===== config.mk =====
export PLATFORM = sky130hd
export DESIGN_NAME = lbx_detect
export DESIGN_NICKNAME = d
export VERILOG_FILES = /design/src/rtl/lbx_pkg.sv /design/src/rtl/lbx_line_class.sv /design/src/rtl/lbx_run_fsm.sv /design/src/rtl/lbx_result_acc.sv /design/src/rtl/lbx_detect.sv
export SDC_FILE = /design/constraint.sdc
export NUM_CORES = 1
export LEC_CHECK = 0
export BUFFER_PORTS_ARGS = -buffer_cell sky130_fd_sc_hd__clkbuf_2
export CORE_MARGIN = 5
export CORE_UTILIZATION = 56
export CTS_BUF_LIST = sky130_fd_sc_hd__clkbuf_2
export DETAILED_ROUTE_END_ITERATION = 6
export PLACE_DENSITY = 0.77
export RECOVER_POWER = 50
export SYNTH_ARGS = -nofsm -noshare
export SYNTH_HDL_FRONTEND = slang
export SYNTH_SLANG_ARGS = --single-unit

===== constraint.sdc =====
create_clock -name clk -period 2 [get_ports clk]
set_input_delay 0.6 -clock clk [delete_from_list [all_inputs] [get_ports clk]]
set_output_delay 0.6 -clock clk [all_outputs]
set_load 0.1 [all_outputs]

===== src/rtl/lbx_pkg.sv =====
package lbx_pkg;

    localparam int LBX_CNT_W = 7;
    localparam logic [LBX_CNT_W-1:0] LBX_CNT_MAX = '1;

    typedef enum logic [1:0] {
        TRK_IDLE = 2'd0,
        TRK_TOP  = 2'd1,
        TRK_BODY = 2'd2
    } trk_state_e;

    typedef struct packed {
        logic                 all_black;
        logic [LBX_CNT_W-1:0] top;
        logic [LBX_CNT_W-1:0] bot;
    } fld_res_t;

endpackage


===== src/rtl/lbx_line_class.sv =====
module lbx_line_class #(
    parameter int LUMA_W    = 8,
    parameter int BLACK_MAX = 32
) (
    input  logic              clk,
    input  logic              rst_n,
    input  logic              act_vld,
    input  logic [LUMA_W-1:0] luma,
    input  logic              eol,
    input  logic              eof,
    output logic              line_vld,
    output logic              line_black,
    output logic              fld_end
);

    localparam logic [LUMA_W-1:0] THR = LUMA_W'(BLACK_MAX);

    logic seen_bright;
    logic pix_hot;

    // one active sample above the black level makes the line bright
    always_comb begin
        pix_hot = act_vld && (luma > THR);
    end

    always_ff @(posedge clk or negedge rst_n) begin
        if (!rst_n) begin
            seen_bright <= 1'b0;
            line_vld    <= 1'b0;
            line_black  <= 1'b0;
            fld_end     <= 1'b0;
        end else begin
            fld_end <= eof;
            if (eol) begin
                line_vld    <= 1'b1;
                line_black  <= !(seen_bright || pix_hot);
                seen_bright <= 1'b0;
            end else begin
                line_vld    <= 1'b0;
                seen_bright <= seen_bright || pix_hot;
            end
        end
    end

endmodule


===== src/rtl/lbx_run_fsm.sv =====
module lbx_run_fsm
    import lbx_pkg::*;
(
    input  logic     clk,
    input  logic     rst_n,
    input  logic     line_vld,
    input  logic     line_black,
    input  logic     fld_end,
    output logic     fld_vld,
    output fld_res_t fld_res
);

    trk_state_e state_q, state_d;
    logic [LBX_CNT_W-1:0] top_q, bot_q;

    function automatic logic [LBX_CNT_W-1:0] sat_inc(input logic [LBX_CNT_W-1:0] v);
        return (v == LBX_CNT_MAX) ? v : v + 1'b1;
    endfunction

    // state register
    always_ff @(posedge clk or negedge rst_n) begin
        if (!rst_n) begin
            state_q <= TRK_IDLE;
        end else begin
            state_q <= state_d;
        end
    end

    // transitions
    always_comb begin
        state_d = state_q;
        unique case (state_q)
            TRK_IDLE: begin
                if (fld_end) begin
                    state_d = TRK_IDLE;
                end else if (line_vld) begin
                    state_d = line_black ? TRK_TOP : TRK_BODY;
                end
            end
            TRK_TOP: begin
                if (fld_end) begin
                    state_d = TRK_IDLE;
                end else if (line_vld && !line_black) begin
                    state_d = TRK_BODY;
                end
            end
            TRK_BODY: begin
                if (fld_end) begin
                    state_d = TRK_IDLE;
                end
            end
            default: state_d = TRK_IDLE;
        endcase
    end

    // run counters and field result
    always_ff @(posedge clk or negedge rst_n) begin
        if (!rst_n) begin
            top_q   <= '0;
            bot_q   <= '0;
            fld_vld <= 1'b0;
            fld_res <= '0;
        end else begin
            fld_vld <= 1'b0;
            if (fld_end) begin
                if (state_q != TRK_IDLE) begin
                    fld_vld           <= 1'b1;
                    fld_res.all_black <= (state_q == TRK_TOP);
                    fld_res.top       <= top_q;
                    fld_res.bot       <= bot_q;
                end
                top_q <= '0;
                bot_q <= '0;
            end else if (line_vld) begin
                unique case (state_q)
                    TRK_IDLE: begin
                        top_q <= line_black ? LBX_CNT_W'(1) : '0;
                        bot_q <= line_black ? LBX_CNT_W'(1) : '0;
                    end
                    TRK_TOP: begin
                        if (line_black) begin
                            top_q <= sat_inc(top_q);
                            bot_q <= sat_inc(bot_q);
                        end else begin
                            bot_q <= '0;
                        end
                    end
                    TRK_BODY: begin
                        bot_q <= line_black ? sat_inc(bot_q) : '0;
                    end
                    default: begin
                        top_q <= '0;
                        bot_q <= '0;
                    end
                endcase
            end
        end
    end

endmodule


===== src/rtl/lbx_result_acc.sv =====
module lbx_result_acc
    import lbx_pkg::*;
(
    input  logic        clk,
    input  logic        rst_n,
    input  logic        acc_stb,
    input  logic        acc_wr,
    input  logic        fld_vld,
    input  fld_res_t    fld_res,
    output logic [15:0] reg_val
);

    logic [LBX_CNT_W-1:0] min_top_q, min_bot_q;
    logic [LBX_CNT_W-1:0] base_top, base_bot;
    logic                 blk_q;
    logic                 rd_go;

    always_comb begin
        rd_go    = acc_stb && !acc_wr;
        base_top = rd_go ? LBX_CNT_MAX : min_top_q;
        base_bot = rd_go ? LBX_CNT_MAX : min_bot_q;
    end

    always_ff @(posedge clk or negedge rst_n) begin
        if (!rst_n) begin
            min_top_q <= LBX_CNT_MAX;
            min_bot_q <= LBX_CNT_MAX;
            blk_q     <= 1'b0;
        end else begin
            if (fld_vld) begin
                min_top_q <= (fld_res.top < base_top) ? fld_res.top : base_top;
                min_bot_q <= (fld_res.bot < base_bot) ? fld_res.bot : base_bot;
                blk_q     <= fld_res.all_black;
            end else begin
                min_top_q <= base_top;
                min_bot_q <= base_bot;
            end
        end
    end

    always_comb begin
        reg_val = {blk_q, min_top_q, 1'b0, min_bot_q};
    end

endmodule


===== src/rtl/lbx_detect.sv =====
module lbx_detect
    import lbx_pkg::*;
#(
    parameter int LUMA_W    = 8,
    parameter int BLACK_MAX = 32
) (
    input  logic              clk,
    input  logic              rst_n,
    input  logic              act_vld,
    input  logic [LUMA_W-1:0] luma,
    input  logic              eol,
    input  logic              eof,
    input  logic              acc_stb,
    input  logic              acc_wr,
    output logic [15:0]       rd_data
);

    logic     line_vld;
    logic     line_black;
    logic     fld_end;
    logic     fld_vld;
    fld_res_t fld_res;

    lbx_line_class #(
        .LUMA_W   (LUMA_W),
        .BLACK_MAX(BLACK_MAX)
    ) u_class (
        .clk       (clk),
        .rst_n     (rst_n),
        .act_vld   (act_vld),
        .luma      (luma),
        .eol       (eol),
        .eof       (eof),
        .line_vld  (line_vld),
        .line_black(line_black),
        .fld_end   (fld_end)
    );

    lbx_run_fsm u_fsm (
        .clk       (clk),
        .rst_n     (rst_n),
        .line_vld  (line_vld),
        .line_black(line_black),
        .fld_end   (fld_end),
        .fld_vld   (fld_vld),
        .fld_res   (fld_res)
    );

    lbx_result_acc u_acc (
        .clk     (clk),
        .rst_n   (rst_n),
        .acc_stb (acc_stb),
        .acc_wr  (acc_wr),
        .fld_vld (fld_vld),
        .fld_res (fld_res),
        .reg_val (rd_data)
    );

endmodule


# [Yosys cells after proc, flatten, opt, wreduce, memory -nomap -nowiden]
# Index checks and enable logic that the tools add are counted.
[totals] output_inout_bits=16 in_bits=15 elab_cells=72 regBits=51
[classes] eq_ne=10 reduce_logical=15 n_addsub=2 order_cmp=3 mux=28
[ops] cell="7-bit 2-to-1 mux" count=14
[ops] cell="7-bit one-hot mux with 3 select lines" count=1
[ops] cell="7-bit by 1-bit adder with 7-bit output, second input constant" count=2
[ops] cell="7-bit == test, second input constant" count=2
[ops] cell="7-bit less-than comparator" count=2
[ops] cell="7-bit one-hot mux with 2 select lines" count=1
[ops] cell="2-bit 2-to-1 mux" count=6
[ops] cell="3-bit != test, second input constant" count=3
[ops] cell="8-bit by 6-bit greater-than comparator with 1-bit output, second input constant" count=1
[ops] cell="2-bit one-hot mux with 3 select lines" count=1
[ops] cell="1-bit 2-to-1 mux" count=5
[ops] cell="4-bit != test, second input constant" count=1
[ops] cell="2-bit AND reduction" count=2
[ops] cell="4-bit AND reduction" count=1
[ops] cell="2-bit nonzero test" count=2
[ops] cell="1-bit logical AND" count=3
[ops] cell="1-bit logical NOT" count=3
[ops] cell="3-bit by 2-bit != test with 1-bit output, second input constant" count=1
[ops] cell="3-bit AND reduction" count=1
[ops] cell="2-bit by 1-bit == test with 1-bit output, second input constant" count=1
[ops] cell="2-bit == test, second input constant" count=1
[ops] cell="2-bit logical NOT" count=1
[ops] cell="2-bit != test, second input constant" count=1
[ops] cell="2-bit OR reduction" count=1
[ops] cell="1-bit logical OR" count=1

# [Depth between registers and ports, before layout]
# Gate-level depths: netlist of run 1.
[logic_depth] ltp_word=6 mapped_depth=9 ltp_nobuf=7

# [Hierarchy]
# From an unflattened synthesis of run 1, not the netlist that was laid out.
[hier_totals] cells_unflattened=260 area_unflattened_um2=2751.4
[by_module_without_submodules] mod="lbx_run_fsm" n_inst=1 cells_each=153 area_each_um2=1610.3 seq_area_each_um2=800.8
[by_module_without_submodules] mod="lbx_result_acc" n_inst=1 cells_each=95 area_each_um2=991.0 seq_area_each_um2=392.9
[by_module_without_submodules] mod="lbx_line_class" n_inst=1 cells_each=12 area_each_um2=150.1 seq_area_each_um2=100.1

# [Worst setup path after synthesis of run 1]
# OpenSTA, ideal clock, no wires.
[synth_path] path_type="input to register" from="input acc_stb" to="register u_acc.min_top_q[1]" required_ns=1.925 arrival_ns=2.383 setup_slack_ns=-0.458 setup_time_ns=0.075 path_buffers=2 cell_stages=9 path_cell_list="nor2b_1 buf_2 clkbuf_1 nor2_1 ha_1 a211oi_1 o21ai_0 a21oi_2 mux2i_1"
[synth_via] elab_chain_cells=5
[synth_rtl] element="start, declared" line="lbx_detect.sv:13" rtl="input logic acc_stb,"
[synth_rtl] element="1-bit logical AND *" line="lbx_result_acc.sv:19" rtl="rd_go = acc_stb && !acc_wr;"
[synth_rtl] element="7-bit 2-to-1 mux *" line="lbx_result_acc.sv:20" rtl="base_top = rd_go ? LBX_CNT_MAX : min_top_q;"
[synth_rtl] element="7-bit less-than comparator" line="lbx_result_acc.sv:31" rtl="min_top_q <= (fld_res.top < base_top) ? fld_res.top : base_top;"
[synth_rtl] element="7-bit 2-to-1 mux" line="lbx_result_acc.sv:31"
[synth_rtl] element="7-bit 2-to-1 mux *" line="lbx_result_acc.sv:30" rtl="if (fld_vld) begin"
[synth_rtl] element="end signal, assigned" line="lbx_result_acc.sv:31"
[synth_rtl] element="end signal, assigned" line="lbx_result_acc.sv:35" rtl="min_top_q <= base_top;"
[synth_rtl] element="end, declared" line="lbx_result_acc.sv:13" rtl="logic [LBX_CNT_W-1:0] min_top_q, min_bot_q;"
# Mark *: on every way between the ends. The rest lies on a longest branch, timed or not.
# A chain may end at the register's enable or synchronous reset.

# [Worst setup path in the final report of run 1]
[layout_path] from="register u_acc.min_top_q[5]" to="output rd_data[13]"
[layout_rtl] element="end, declared" line="lbx_detect.sv:15" rtl="output logic [15:0] rd_data"
# No word-level cell between the ends.

==> impl_metrics.ini, run 1 <==
[run_status]
outcome = finished clean

[route]
wl_per_cell_um = 13.52
routed_via_density = 5.340
wl_met1_mm = 2.380
drtIter0Drc = 35
dr.pass1.iters = 4
dr_wl_met2_mm = 2.382
drc = 0
drt_wl_total_mm = 5.058
top_layer = met4
met3_length_um = 210
vias = 1997
drt.antenna.violating_nets = 0

[power]
power_density_nw_per_um2 = 1336
leakage_nw = 1.428
vdd_drop_max_mv = 0.7569
power_mw = 4.229

[synthesis]
synth_most_common_cell = dfrtp_1
avgSynthCellArea_sq_um = 10.27
yosys_warnings = 0
synthTopCellsByArea = dfrtp_1 34%, dfstp_2 14%, ha_1 8.3%, mux2i_1 4.4%, o21ai_0 4.4%
async_reset_ff_share_pct = 100.0
synth_cells = 264
syn-num-nets = 297
synth-seq-cells = 51
synthTopCellsByCount = 37 x dfrtp_1, 24 x o21ai_0, 23 x inv_1
netlist_area_sq_um = 2710
synth-main-ff-cell = dfrtp_1
synth_edf_count = 0
ys_types = 50
ys_seq_area_share_pct = 47.74
synth_top_area_share_pct = 34.16
synth_largest_area_cell = dfrtp_1

[clock_tree]
cts_tree = built
cts_buffers = 5
clk_pin_slew_ns = 0.23
insertion_delay_ns = 0.41
cts_max_path_buffers = 2
cts_hold_buf = 0
numClockSinks = 51
htree_levels = 2
cts_root_buffer = clkbuf_2

[sta]
timing.hold.ws_ns = 0.2386
min_period_ns = 1.932
hold_viol = 0
worst_slew_pin_slew_ns = 0.8690
fin_ws_ns = 0.06772
clock_skew_ns = 0.008027
fin_setup_tns_ns = 0
fmax_mhz = 517.5
slew-limit-headroom_pct = 42.07
grt_setup_unrepaired = yes
period_share_pct = 96.61
report.final.slew_viol_count = 0
final-setup-viol-count = 0

[placed_design]
dpl.hpwl_mm = 3.817
dpl_cell_area_sq_um = 3073
io_buffers = 29
place_ws_ns = -0.4145
place_congestion = 0.8331

[critical_path]
crit_type = reg -> out
cp.required_ns = 1.40
cp-end-kind = output pin
worstPathCellList = clkbuf_4
critPathBufInv = 1
cp_max_fo = 2
cp-start-kind = flop
slowest_delay_ns = 0.59
slowest_stage = dfstp_2
worst_ep_arrival_time_ns = 1.33
critical_path.top_delay_family = flip-flops

[die]
fp.dieH_um = 79.57
fp-row-count = 25
fp.dieW_um = 79.57
start_util_pct = 57.38
io_pins = 31
dieArea_sq_um = 6331
fp.coreArea_sq_um = 4723

[finish]
final_area_sq_um = 3164
nets = 339
area_delta_synth_final_pct = 16.76
drive_gt1_share_pct = 29.64
antenna_cells = 0

[run]
drv_cap = 0

[global_routing]
grt_pass1_wl_mm = 8.838
grt_max_degree = 36
grt_overflow = 0
track_usage_pct = 17.50
grt_pass1_vias = 2005
antenna_found_initial = 0

[hold_path]
hp-class = in -> async
## final timing paths
path / startpoint / to / slack (ns) / cells past startpoint
worst max-delay path: u_acc.min_top_q[5] / rd_data[13] / 0.07 / 1
worst min-delay path: rst_n / u_fsm.bot_q[6] / 0.24 / 1
worst max register to register: u_fsm.state_q[1] / u_fsm.top_q[0] / 0.13 / 6
worst min register to register: u_class.seen_bright / u_class.seen_bright / 0.52 / 2
max in group asynchronous: rst_n / u_fsm.bot_q[0] / 0.47 / 2
min in group clk: eof / u_class.fld_end / 0.26 / 1
## where the power goes
part           switching [mW]  internal, mW  leakage [nW]  total, mW
Combinational            1.70         0.627         0.748       2.33
Clock                   0.302        0.0842        0.0281      0.386
Sequential              0.161          1.35         0.651       1.51
Total                    2.16          2.06          1.43       4.23
## layout make-up
| type | instances | area [sq um] |
|---|---|---|
| Clock buffer | 6 | 30.03 |
| Clock inverter | 2 | 7.507 |
| Fill cell | 368 | 1559 |
| Inverter | 23 | 86.33 |
| Multi-Input combinational cell | 179 | 1341 |
| Sequential cell | 51 | 1297 |
| Tap cell | 67 | 83.83 |
| Timing Repair Buffer | 46 | 317.8 |
## sequential cells by signal, summed over array words and instances (netlist names)
name,flops
u_acc.blk_q,1
u_acc.min_bot_q,7
u_acc.min_top_q,7
u_class.fld_end,1
u_class.line_black,1
u_class.line_vld,1
u_class.seen_bright,1
u_fsm.bot_q,7
u_fsm.fld_res,15
u_fsm.fld_vld,1
u_fsm.state_q,2
u_fsm.top_q,7
## layer usage
| layer | global-route usage [%] | vias up |
|---|---|---|
| met5 | 0 | - |
| met4 | 5.155 | 0 |
| met2 | 27.88 | 41 |
| met1 | 24.01 | 946 |
| met3 | 3.725 | 7 |
| li1 | - | 1003 |
## cell families after synthesis
| kind of cell | share of synthesized area (%) |
|---|---|
| AND/OR/NAND/NOR | 15.10 |
| AO/OA/AOI/OAI | 15.56 |
| other | 0.1384 |
| adder cells (fa/ha/maj) | 8.310 |
| buffers and inverters | 5.817 |
| multiplexers | 7.341 |
| flip-flops | 47.74 |
## layout by cell type, fill, tap and decap left out, types with 2 or more instances in the layout
cell / netlist / layout
dfrtp_1: 37 / 37
inv_1: 23 / 23
nand2_1: 20 / 20
o21ai_0: 24 / 19
clkbuf_2: 0 / 19
buf_4: 3 / 19
nor2_1: 20 / 18
ha_1: 18 / 15
dfstp_2: 14 / 13
mux2i_1: 12 / 12
o31ai_1: 9 / 9
clkbuf_4: 0 / 9
nand3_1: 7 / 7
nor2b_1: 6 / 6
a21oi_1: 8 / 6
mux2_2: 5 / 5
o21ai_1: 1 / 4
nor3_1: 5 / 4
o21a_1: 3 / 3
a21o_1: 3 / 3
nand2b_1: 3 / 3
clkbuf_1: 3 / 3
nand4_1: 2 / 2
a21oi_2: 2 / 2
a211oi_2: 0 / 2
o21ai_2: 0 / 2
a21oi_4: 0 / 2
nor4_1: 2 / 2
o31ai_2: 2 / 2
nand3b_1: 2 / 2
mux2_1: 2 / 2
ha_4: 0 / 2
clkinv_1: 0 / 2
## per-stage QoR
stage | std cells | utilization [%]
2_1_floorplan | 264 | -
3_3_place_gp | 365 | 65.06
3_5_place_dp | 365 | 65.06
4_1_cts | 373 | 66.60
5_1_grt | 374 | 66.99
6_report | 374 | 66.99
## what timing repair did
action	in CTS	in global routing
endpoints found under the setup margin	14	12
pin swaps	1	2
gates resized for setup	13	9
setup buffers	0	1
gates cloned	0	0
Note: power is estimated with default switching activity, not from simulation.
==> run 2: changes to the inputs <==
--- a/config.mk
+++ b/config.mk
@@ -5,13 +5,14 @@
 export SDC_FILE = /design/constraint.sdc
 export NUM_CORES = 1
 export LEC_CHECK = 0
-export BUFFER_PORTS_ARGS = -buffer_cell sky130_fd_sc_hd__clkbuf_2
+export BUFFER_PORTS_ARGS = -buffer_cell sky130_fd_sc_hd__buf_2
 export CORE_MARGIN = 5
 export CORE_UTILIZATION = 56
 export CTS_BUF_LIST = sky130_fd_sc_hd__clkbuf_2
 export DETAILED_ROUTE_END_ITERATION = 6
 export PLACE_DENSITY = 0.77
 export RECOVER_POWER = 50
+export SETUP_SLACK_MARGIN = 0.5
 export SYNTH_ARGS = -nofsm -noshare
 export SYNTH_HDL_FRONTEND = slang
 export SYNTH_SLANG_ARGS = --single-unit
==> constraint.sdc (replaced) <==
create_clock -name clk -period 2.3 [get_ports clk]
set_input_delay 0.69 -clock clk [delete_from_list [all_inputs] [get_ports clk]]
set_output_delay 0.69 -clock clk [all_outputs]
set_load 0.1 [all_outputs]
==> run 2 against run 1 <==
Compared with the run above: sequential power decreased by 6%; cell area increased by 18%; largest power group unchanged; clock skew increased by 0.022 ns; highest routed layer unchanged; register-to-register slack improved by 0.12 ns; worst hold slack improved by 0.11 ns; largest cell class unchanged; non-clock buffer count increased by 17; clock power increased by 55%; via count increased by 12%; global-route usage increased by 5.2 points; combinational power increased by 23%; critical path depth increased by 7.
==> impl_metrics.ini, run 2 (same netlist as run 1, synthesis figures left out) <==
[finish]
finish.utilization_pct = 79.15
seq_area_sq_um = 1295
nets = 356
drive_gt1_share_pct = 43.52
antenna_cells = 0
n_fill_cell = 260
layout.cells.non_filler = 391
multiInputGateArea_sq_um = 1511
layout_commonest_cell = dfrtp_1
final_area_sq_um = 3739
largest_reg_flops = 15
area_delta_synth_final_pct = 37.95
largest_register = u_fsm.fld_res
mostFrequentLayoutCells = 36 x dfrtp_1, 21 x inv_1, 21 x buf_4, 20 x nand2_1

[run_status]
outcome = finished clean

[power]
vdd_drop_max_mv = 0.7882
power_density_nw_per_um2 = 1309
power_mw = 4.894
leakage_nw = 1.633

[critical_path]
worst_ep_arrival_time_ns = 2.44
cp-end-kind = flop
cp-start-kind = flop
crit_type = reg -> reg
slowest_stage = dfstp_2
cp_max_fo = 3
cp.required_ns = 2.69
slowest_delay_ns = 0.63
worstPathCellList = buf_4, nor2_2, ha_1, o21ai_2, a21oi_2, a21oi_4, buf_6, mux2i_2
critPathBufInv = 2
critical_path.top_delay_family = flip-flops

[placed_design]
io_buffers = 29
dpl_cell_area_sq_um = 3044
dpl.hpwl_mm = 3.843
place_congestion = 0.8241
place_inst = 362

[run]
drv_cap = 0

[route]
drt.antenna.violating_nets = 0
routed_via_density = 5.716
drt_wl_total_mm = 7.614
wl_per_cell_um = 19.47
dr.pass1.iters = 4
drc = 0
vias = 2235
drtIter0Drc = 193

[clock_tree]
cts_root_buffer = clkbuf_2
insertion_delay_ns = 0.45
cts_tree = built
cts_max_path_buffers = 2
cts_buffers = 5
htree_levels = 2
numClockSinks = 51
clk_pin_slew_ns = 0.28
cts_hold_buf = 0

[sta]
grt_setup_unrepaired = yes
clock_skew_ns = 0.02976
slew-limit-headroom_pct = 21.06
report.final.slew_viol_count = 0
final-setup-viol-count = 0
min_period_ns = 2.051
worst_slew_pin_slew_ns = 1.184
fmax_mhz = 487.5
hold_viol = 0
period_share_pct = 89.19
fin_setup_tns_ns = 0

[die]
fp.dieW_um = 79.57
io_pins = 31
dieArea_sq_um = 6331
fp-row-count = 25
fp.coreArea_sq_um = 4723
fp.dieH_um = 79.57
start_util_pct = 57.38

[global_routing]
grt_pass1_vias = 2283
antenna_found_initial = 0
grt_pass1_wl_mm = 11.14
track_usage_pct = 22.74
grt_max_degree = 31
grt_overflow = 0

[hold_path]
hp-class = in -> reg
==> run 2: cell count changes in the layout (fill, tap and decap cells not counted), sizes merged <==
cell    before  now
buf         21   58
bufinv       0    2
clkbuf      31   11
clkinv       2    0
==> run 2: final cells by class <==
| class | count | area share, % |
|---|---|---|
| flip-flops and latches | 51 | 34.64 |
| multi-input cells | 179 | 40.43 |
| well taps | 67 | 2.242 |
| inverters | 23 | 2.309 |
| clock buffers | 6 | 0.8032 |
| clock inverters | 2 | 1.606 |
| repair buffers | 63 | 17.97 |
==> run 2: path summary, 6_finish.rpt <==
kind | startpoint | endpoint | slack (ns) | cells past startpoint
worst max register to register | u_acc.min_bot_q[1] | u_acc.min_bot_q[1] | 0.25 | 8
max in group asynchronous | rst_n | u_fsm.bot_q[5] | 0.50 | 2
worst min register to register | u_class.seen_bright | u_class.seen_bright | 0.53 | 2
worst min-delay path | eof | u_class.fld_end | 0.35 | 1
min in group asynchronous | rst_n | u_fsm.state_q[1] | 0.42 | 1
worst max-delay path | u_acc.min_bot_q[1] | u_acc.min_bot_q[1] | 0.25 | 8
==> run 2: routing by layer <==
| layer | vias to the layer above | GRT usage (%) | routed length [um] |
|---|---|---|---|
| met5 | - | 0 | 0 |
| met4 | 0 | 10.82 | 306 |
| met3 | 30 | 4.515 | 460 |
| met2 | 93 | 38.40 | 3787 |
| met1 | 1079 | 27.72 | 3059 |
| li1 | 1033 | - | - |
==> run 2: power by group <==
part           internal (mW)  switching [mW]  leakage (nW)
clock network          0.297           0.300        0.0532
logic                   1.15            1.72         0.930
registers               1.18           0.244         0.650
==> run 2: timing repair <==
| item | in CTS | in global routing |
|---|---|---|
| pin swaps | 12 | 16 |
| cloned | 1 | 0 |
| setup endpoints to repair | 35 | 35 |
| buffers inserted | 14 | 6 |
| resized for setup | 80 | 36 |
==> run 2: stage by stage <==
stage          hold slack [ns]  setup slack (ns)
2_1_floorplan           0.3944           0.05967
3_3_place_gp            0.4665           -0.1159
3_5_place_dp            0.4923           -0.2202
4_1_cts                 0.1891            0.3762
5_1_grt                 0.2827            0.1643
6_report                0.3479            0.2485
